--- config.mk ---
export PLATFORM = sky130hd
export DESIGN_NAME = mclk_ratio_monitor
export DESIGN_NICKNAME = d
export VERILOG_FILES = /design/src/rtl/mrm_pkg.sv /design/src/rtl/mrm_edge_sync.sv /design/src/rtl/mrm_ratio_lut.sv /design/src/rtl/mrm_period_meter.sv /design/src/rtl/mrm_fault_filter.sv /design/src/rtl/mclk_ratio_monitor.sv
export SDC_FILE = /design/constraint.sdc
export NUM_CORES = 1
export LEC_CHECK = 0
export ABC_AREA = 1
export BUFFER_PORTS_ARGS = -buffer_cell sky130_fd_sc_hd__buf_2
export CAP_MARGIN = 40
export CORE_UTILIZATION = 56
export DETAILED_ROUTE_END_ITERATION = 7
export PLACE_DENSITY = 0.76
export RECOVER_POWER = 25
export SLEW_MARGIN = 20
export SYNTH_ARGS = -nofsm -noshare
export SYNTH_HDL_FRONTEND = slang
export SYNTH_SLANG_ARGS = --single-unit
--- constraint.sdc ---
create_clock -name clk_ref -period 3.45 [get_ports clk_ref]
set_clock_uncertainty 0.05 [all_clocks]
set_input_delay 0.69 -clock clk_ref [delete_from_list [all_inputs] [get_ports clk_ref]]
set_output_delay 0.69 -clock clk_ref [all_outputs]
set_load 0.01 [all_outputs]
--- src/rtl/mrm_pkg.sv ---
package mrm_pkg;
    localparam int unsigned BASE_STEP = 128;
    localparam int unsigned HIGH_STEP = 64;
    localparam int unsigned CODE_W    = 2;
endpackage

--- src/rtl/mrm_edge_sync.sv ---
module mrm_edge_sync #(
    parameter int unsigned STAGES = 2
) (
    input  logic clk,
    input  logic rst_n,
    input  logic din,
    output logic rise
);
    typedef struct packed {
        logic [STAGES-1:0] pipe;
        logic              last;
    } sync_st_t;

    sync_st_t st_d, st_q;

    always_comb begin
        st_d      = st_q;
        st_d.pipe = {st_q.pipe[STAGES-2:0], din};
        st_d.last = st_q.pipe[STAGES-1];
        rise      = st_q.pipe[STAGES-1] & ~st_q.last;
        if (!rst_n) begin
            st_d = '0;
        end
    end

    always_ff @(posedge clk) begin
        st_q <= st_d;
    end
endmodule

--- src/rtl/mrm_ratio_lut.sv ---
module mrm_ratio_lut
    import mrm_pkg::*;
#(
    parameter int unsigned CNT_W = 12
) (
    input  logic              rate_high,
    input  logic [CODE_W-1:0] code,
    output logic [CNT_W-1:0]  expected
);
    localparam int unsigned MULT_W = CNT_W + CODE_W + 1;

    logic [MULT_W-1:0] step;
    logic [MULT_W-1:0] prod;

    always_comb begin
        step     = rate_high ? MULT_W'(HIGH_STEP) : MULT_W'(BASE_STEP);
        prod     = (MULT_W'(code) + MULT_W'(1)) * step;
        expected = CNT_W'(prod);
    end
endmodule

--- src/rtl/mrm_period_meter.sv ---
module mrm_period_meter #(
    parameter int unsigned CNT_W = 12
) (
    input  logic             clk,
    input  logic             rst_n,
    input  logic             mclk_rise,
    input  logic             fclk_rise,
    output logic             meas_valid,
    output logic [CNT_W-1:0] meas_count
);
    typedef struct packed {
        logic [CNT_W-1:0] cnt;
        logic             armed;
    } meter_st_t;

    meter_st_t st_d, st_q;
    logic [CNT_W-1:0] sum;

    always_comb begin
        st_d       = st_q;
        sum        = (&st_q.cnt) ? st_q.cnt : st_q.cnt + CNT_W'(mclk_rise);
        meas_valid = 1'b0;
        meas_count = sum;
        if (fclk_rise) begin
            meas_valid = st_q.armed;
            st_d.cnt   = '0;
            st_d.armed = 1'b1;
        end else begin
            st_d.cnt   = sum;
        end
        if (!rst_n) begin
            st_d = '0;
        end
    end

    always_ff @(posedge clk) begin
        st_q <= st_d;
    end

    // between frame edges the count never decreases
    a_r3_count_grows: assert property (@(posedge clk) disable iff (!rst_n)
        !fclk_rise |=> st_q.cnt >= $past(st_q.cnt));
    // no measurement is reported without a frame edge
    a_r3_valid_on_edge: assert property (@(posedge clk) disable iff (!rst_n)
        meas_valid |-> fclk_rise);
endmodule

--- src/rtl/mrm_fault_filter.sv ---
module mrm_fault_filter #(
    parameter int unsigned CNT_W      = 12,
    parameter int unsigned TOL        = 2,
    parameter int unsigned RUN_LEN    = 2,
    parameter int unsigned MISS_LIMIT = 1024
) (
    input  logic             clk,
    input  logic             rst_n,
    input  logic             mclk_rise,
    input  logic             meas_valid,
    input  logic [CNT_W-1:0] meas_count,
    input  logic [CNT_W-1:0] expected,
    output logic             ratio_err,
    output logic             mclk_missing
);
    localparam int unsigned RUN_W  = $clog2(RUN_LEN + 1);
    localparam int unsigned IDLE_W = $clog2(MISS_LIMIT + 1);

    typedef struct packed {
        logic              err;
        logic              missing;
        logic              init;
        logic [RUN_W-1:0]  bad_run;
        logic [RUN_W-1:0]  good_run;
        logic [IDLE_W-1:0] idle;
    } filt_st_t;

    filt_st_t st_d, st_q;
    logic [CNT_W-1:0] diff;
    logic             meas_ok;

    always_comb begin
        st_d    = st_q;
        diff    = (meas_count >= expected) ? meas_count - expected
                                           : expected - meas_count;
        meas_ok = diff <= CNT_W'(TOL);

        if (mclk_rise) begin
            st_d.idle = '0;
            if (!st_q.init) begin
                st_d.missing = 1'b0;
            end
        end else if (st_q.idle >= IDLE_W'(MISS_LIMIT - 1)) begin
            st_d.missing = 1'b1;
        end else begin
            st_d.idle = st_q.idle + 1'b1;
        end

        if (meas_valid) begin
            if (meas_ok) begin
                st_d.bad_run  = '0;
                st_d.good_run = (st_q.good_run == RUN_W'(RUN_LEN)) ? st_q.good_run
                                                                   : st_q.good_run + 1'b1;
                if (st_q.init) begin
                    st_d.init    = 1'b0;
                    st_d.err     = 1'b0;
                    st_d.missing = 1'b0;
                end else if (st_d.good_run == RUN_W'(RUN_LEN)) begin
                    st_d.err = 1'b0;
                end
            end else begin
                st_d.good_run = '0;
                st_d.bad_run  = (st_q.bad_run == RUN_W'(RUN_LEN)) ? st_q.bad_run
                                                                  : st_q.bad_run + 1'b1;
                if (st_d.bad_run == RUN_W'(RUN_LEN)) begin
                    st_d.err = 1'b1;
                end
            end
        end

        if (!rst_n) begin
            st_d         = '0;
            st_d.err     = 1'b1;
            st_d.missing = 1'b1;
            st_d.init    = 1'b1;
        end
    end

    always_ff @(posedge clk) begin
        st_q <= st_d;
    end

    assign ratio_err    = st_q.err;
    assign mclk_missing = st_q.missing;

    // the error flag only rises on a failing measurement
    a_r5_rise_on_bad: assert property (@(posedge clk) disable iff (!rst_n)
        $rose(ratio_err) |-> $past(meas_valid && !meas_ok));
    // the error flag only falls on a passing measurement
    a_r6_fall_on_good: assert property (@(posedge clk) disable iff (!rst_n)
        $fell(ratio_err) |-> $past(meas_valid && meas_ok));
    // an edge outside the reset hold clears the missing flag
    a_r8_edge_clears: assert property (@(posedge clk) disable iff (!rst_n)
        (mclk_rise && !st_q.init) |=> !mclk_missing);
    // the missing flag never rises in the cycle after an edge
    a_r7_no_rise_after_edge: assert property (@(posedge clk) disable iff (!rst_n)
        $rose(mclk_missing) |-> !$past(mclk_rise));
endmodule

--- src/rtl/mclk_ratio_monitor.sv ---
module mclk_ratio_monitor
    import mrm_pkg::*;
#(
    parameter int unsigned SYNC_STAGES = 2,
    parameter int unsigned CNT_W       = 12,
    parameter int unsigned TOL         = 2,
    parameter int unsigned RUN_LEN     = 2,
    parameter int unsigned MISS_LIMIT  = 1024
) (
    input  logic       clk_ref,
    input  logic       rst_n,
    input  logic       mclk_in,
    input  logic       fclk_in,
    input  logic       rate_high,
    input  logic [1:0] ratio_sel,
    output logic       ratio_err,
    output logic       mclk_missing
);
    logic             mclk_rise;
    logic             fclk_rise;
    logic             meas_valid;
    logic [CNT_W-1:0] meas_count;
    logic [CNT_W-1:0] expected;

    mrm_edge_sync #(.STAGES(SYNC_STAGES)) i_mclk_sync (
        .clk(clk_ref), .rst_n(rst_n), .din(mclk_in), .rise(mclk_rise));

    mrm_edge_sync #(.STAGES(SYNC_STAGES)) i_fclk_sync (
        .clk(clk_ref), .rst_n(rst_n), .din(fclk_in), .rise(fclk_rise));

    mrm_period_meter #(.CNT_W(CNT_W)) i_meter (
        .clk(clk_ref), .rst_n(rst_n), .mclk_rise(mclk_rise), .fclk_rise(fclk_rise),
        .meas_valid(meas_valid), .meas_count(meas_count));

    mrm_ratio_lut #(.CNT_W(CNT_W)) i_lut (
        .rate_high(rate_high), .code(ratio_sel), .expected(expected));

    mrm_fault_filter #(
        .CNT_W(CNT_W), .TOL(TOL), .RUN_LEN(RUN_LEN), .MISS_LIMIT(MISS_LIMIT)
    ) i_filter (
        .clk(clk_ref), .rst_n(rst_n), .mclk_rise(mclk_rise),
        .meas_valid(meas_valid), .meas_count(meas_count), .expected(expected),
        .ratio_err(ratio_err), .mclk_missing(mclk_missing));
endmodule

==> impl_metrics.ini <==
[clock_tree]
clk_latency_ns = 0.29
h-tree-depth = 2
cts_tree = yes
path_clk_slew_ns = 0.07
clockBufferDepth = 2
cts_buffers = 5
cts_num_sinks = 37
cts_hold_buf = 0
root_buffer = clkbuf_8

[finish]
fin_nets = 494
final_cells = 520
drive_gt1_share_pct = 28.0
final_util_pct = 76.6
seq_area_sq_um = 743
final_cell_area_sq_mm = 0.00343
area_delta_synth_final_pct = 27.5
n_antenna_cell = 0
multi_input_area_sq_mm = 0.00186
fill_cells = 323

[sta]
setup_slack_ns = -0.225
relSlewSlack_pct = 64.6
slew_violations = 0
finalSetupViolations = 7
hold_slack_ns = 0.376
final_hold_viol_count = 0
period_share_pct = 107
rsz0062_at_grt = true
fin_crit_ns = 3.68
setup_tns_ns = -1.29
tightest_slew_ns = 0.529
clock.fmax_mhz = 272

[synth]
synth.avg_cell_area_sq_um = 6.49
synth_top_area_share_pct = 27.5
yosys-top-cells-count = nand2_1, inv_1, nor2_1
synth_most_common_cell = nand2_1
synth_flop_cell = dfxtp_1
ys_warn_count = 0
syn-num-nets = 441
async_flop_share_pct = 0
synthCells = 414
ys_ff_latch = 37
ys_seq_area_share_pct = 27.5
yosysTopAreaCell = dfxtp_1
synth_edf_count = 0
netlist_area_sq_mm = 0.00269
synth_area_leaders = dfxtp_1, nand2_1, inv_1
synthDistinctLibCells = 32

[run]
maxCapViolCount = 0

[grt]
antenna_found_initial = 0
grt_pass1_wl_mm = 10.6
grt_max_degree = 14
grt_pass1_vias = 2447
gr-total-overflow = 0
grt_use_total_pct = 26.2

[place]
hpwl_mm = 4.69
pre_cts_ws_ns = -0.345
gp_congestion = 0.883
dpl_cell_area_sq_mm = 0.00301
dp.cells = 499
io_buffers = 8

[power_and_ir_drop]
power.total_mw = 0.993
leakagePower_nw = 1.71
irDropWorstVdd_mv = 0.285
power.density_mw_per_mm2 = 290

[worst_setup_path]
critPathLaunchType = flip-flop
end_kind = flip-flop
r2r_start = i_mclk_sync.st_q[2]
worst-path-buf-inv = 6
slowest_delay_ns = 0.36
crit_required_ns = 3.58
critPathSlowestCell = or3_4
reg2reg_depth = 26
r2r_slack_ns = -0.23
cp_common_cell = nor2_4
critPathArrivalTime_ns = 3.81
crit_fanout = 7
rr_endpoint = i_filter.st_q[15]
critPathTopFamily = simple AND/OR/NAND/NOR gates
crit_type = flip-flop to flip-flop

[routing]
first_pass_iters = 5
routedWlPerCell_um = 13.2
drt-total-wl_mm = 6.87
ant_nets = 0
first_iter_violations = 218
num_vias = 2755
drc = 0
via_per_inst = 5.30

[hold_path]
min_to = i_fclk_sync.st_q[2]
hold_path_class = flip-flop to flip-flop
hold_depth = 2
min-delay-start = i_fclk_sync.st_q[1]

[floorplanning]
die_w_um = 71.3
dieHeight_um = 71.3
dieArea_sq_mm = 0.00508
coreArea_sq_mm = 0.00447
std_cell_rows = 24
io_pins = 9
initial_utilization_pct = 60.1

[run_status]
violations = setup timing
status = complete, but fails checks
## worst min-delay path, delay by kind of cell (launching register included)
family	cells	cell delay (ns)
simple gates	1	0.05
flops	1	0.31
buf+inv	1	0.04
## where the power goes
group	switching [mW]	internal, mW
clock network	0.158	0.139
registers	0.00518	0.434
logic	0.153	0.104
total	0.316	0.677
## how the worst max path moves through the flow
stage	cells after the start	end	start	slack, ns
after floorplan	28	i_filter.ratio_err	i_mclk_sync.st_q[2]	0.07
after global placement	25	i_filter.ratio_err	i_mclk_sync.st_q[2]	-0.26
after detailed placement	23	i_filter.ratio_err	i_mclk_sync.st_q[2]	-0.35
after CTS	27	i_filter.ratio_err	i_mclk_sync.st_q[2]	-0.04
after global routing	27	i_filter.st_q[15]	i_mclk_sync.st_q[2]	-0.41
final	26	i_filter.st_q[15]	i_mclk_sync.st_q[2]	-0.23
## cell families after synthesis
kind of cell / Yosys count / synth area share (%)
AO/OA/AOI/OAI: 44 / 9.12
XOR/XNOR: 6 / 1.95
adder cells (fa/ha/maj): 20 / 9.31
buffers and inverters: 88 / 12.8
flip-flops: 37 / 27.5
other: 1 / 0.139
AND/OR/NAND/NOR: 218 / 39.1
## cell usage in the layout (no fill, tap or decap), drive strengths merged, types with 2 or more instances in the layout
cell type and n:
nand2 112, ha 20, dfxtp 37, nand3 33, nor3 5, a21oi 19
xor2 5, o21bai 3, clkinv 2, or2 2, buf 49, nor2 52
inv 84, nand4 12, o21ai 16, o211ai 2, clkbuf 5, nand3b 2
## layer usage
layer  GRT usage [%]  wire [um]
met5               0          0
met2            43.0       3240
met3            4.50        269
met1            36.3       3240
met4            5.56        112
## sequential cells by signal, indices dropped and copies added (netlist names)
name and count:
i_fclk_sync.st_q 3, i_filter.mclk_missing 1, i_filter.ratio_err 1, i_filter.st_q 16
i_mclk_sync.st_q 3, i_meter.st_q 13
## timing repair
item / in CTS / in global routing
pin swaps: 21 / 20
gates resized for setup: 28 / 21
cloned: 1 / 0
setup buffers: 7 / 5
setup endpoints to repair: 7 / 7
## cell type report
| class | instances | share of cell area, % |
|---|---|---|
| multi-input cells | 290 | 54.4 |
| flip-flops and latches | 37 | 21.7 |
| repair buffers | 49 | 10.3 |
| inverters | 84 | 9.27 |
| clock buffers | 5 | 2.01 |
| well taps | 52 | 1.90 |
| clock inverters | 3 | 0.511 |
Note: power is estimated with default switching activity, not from simulation.
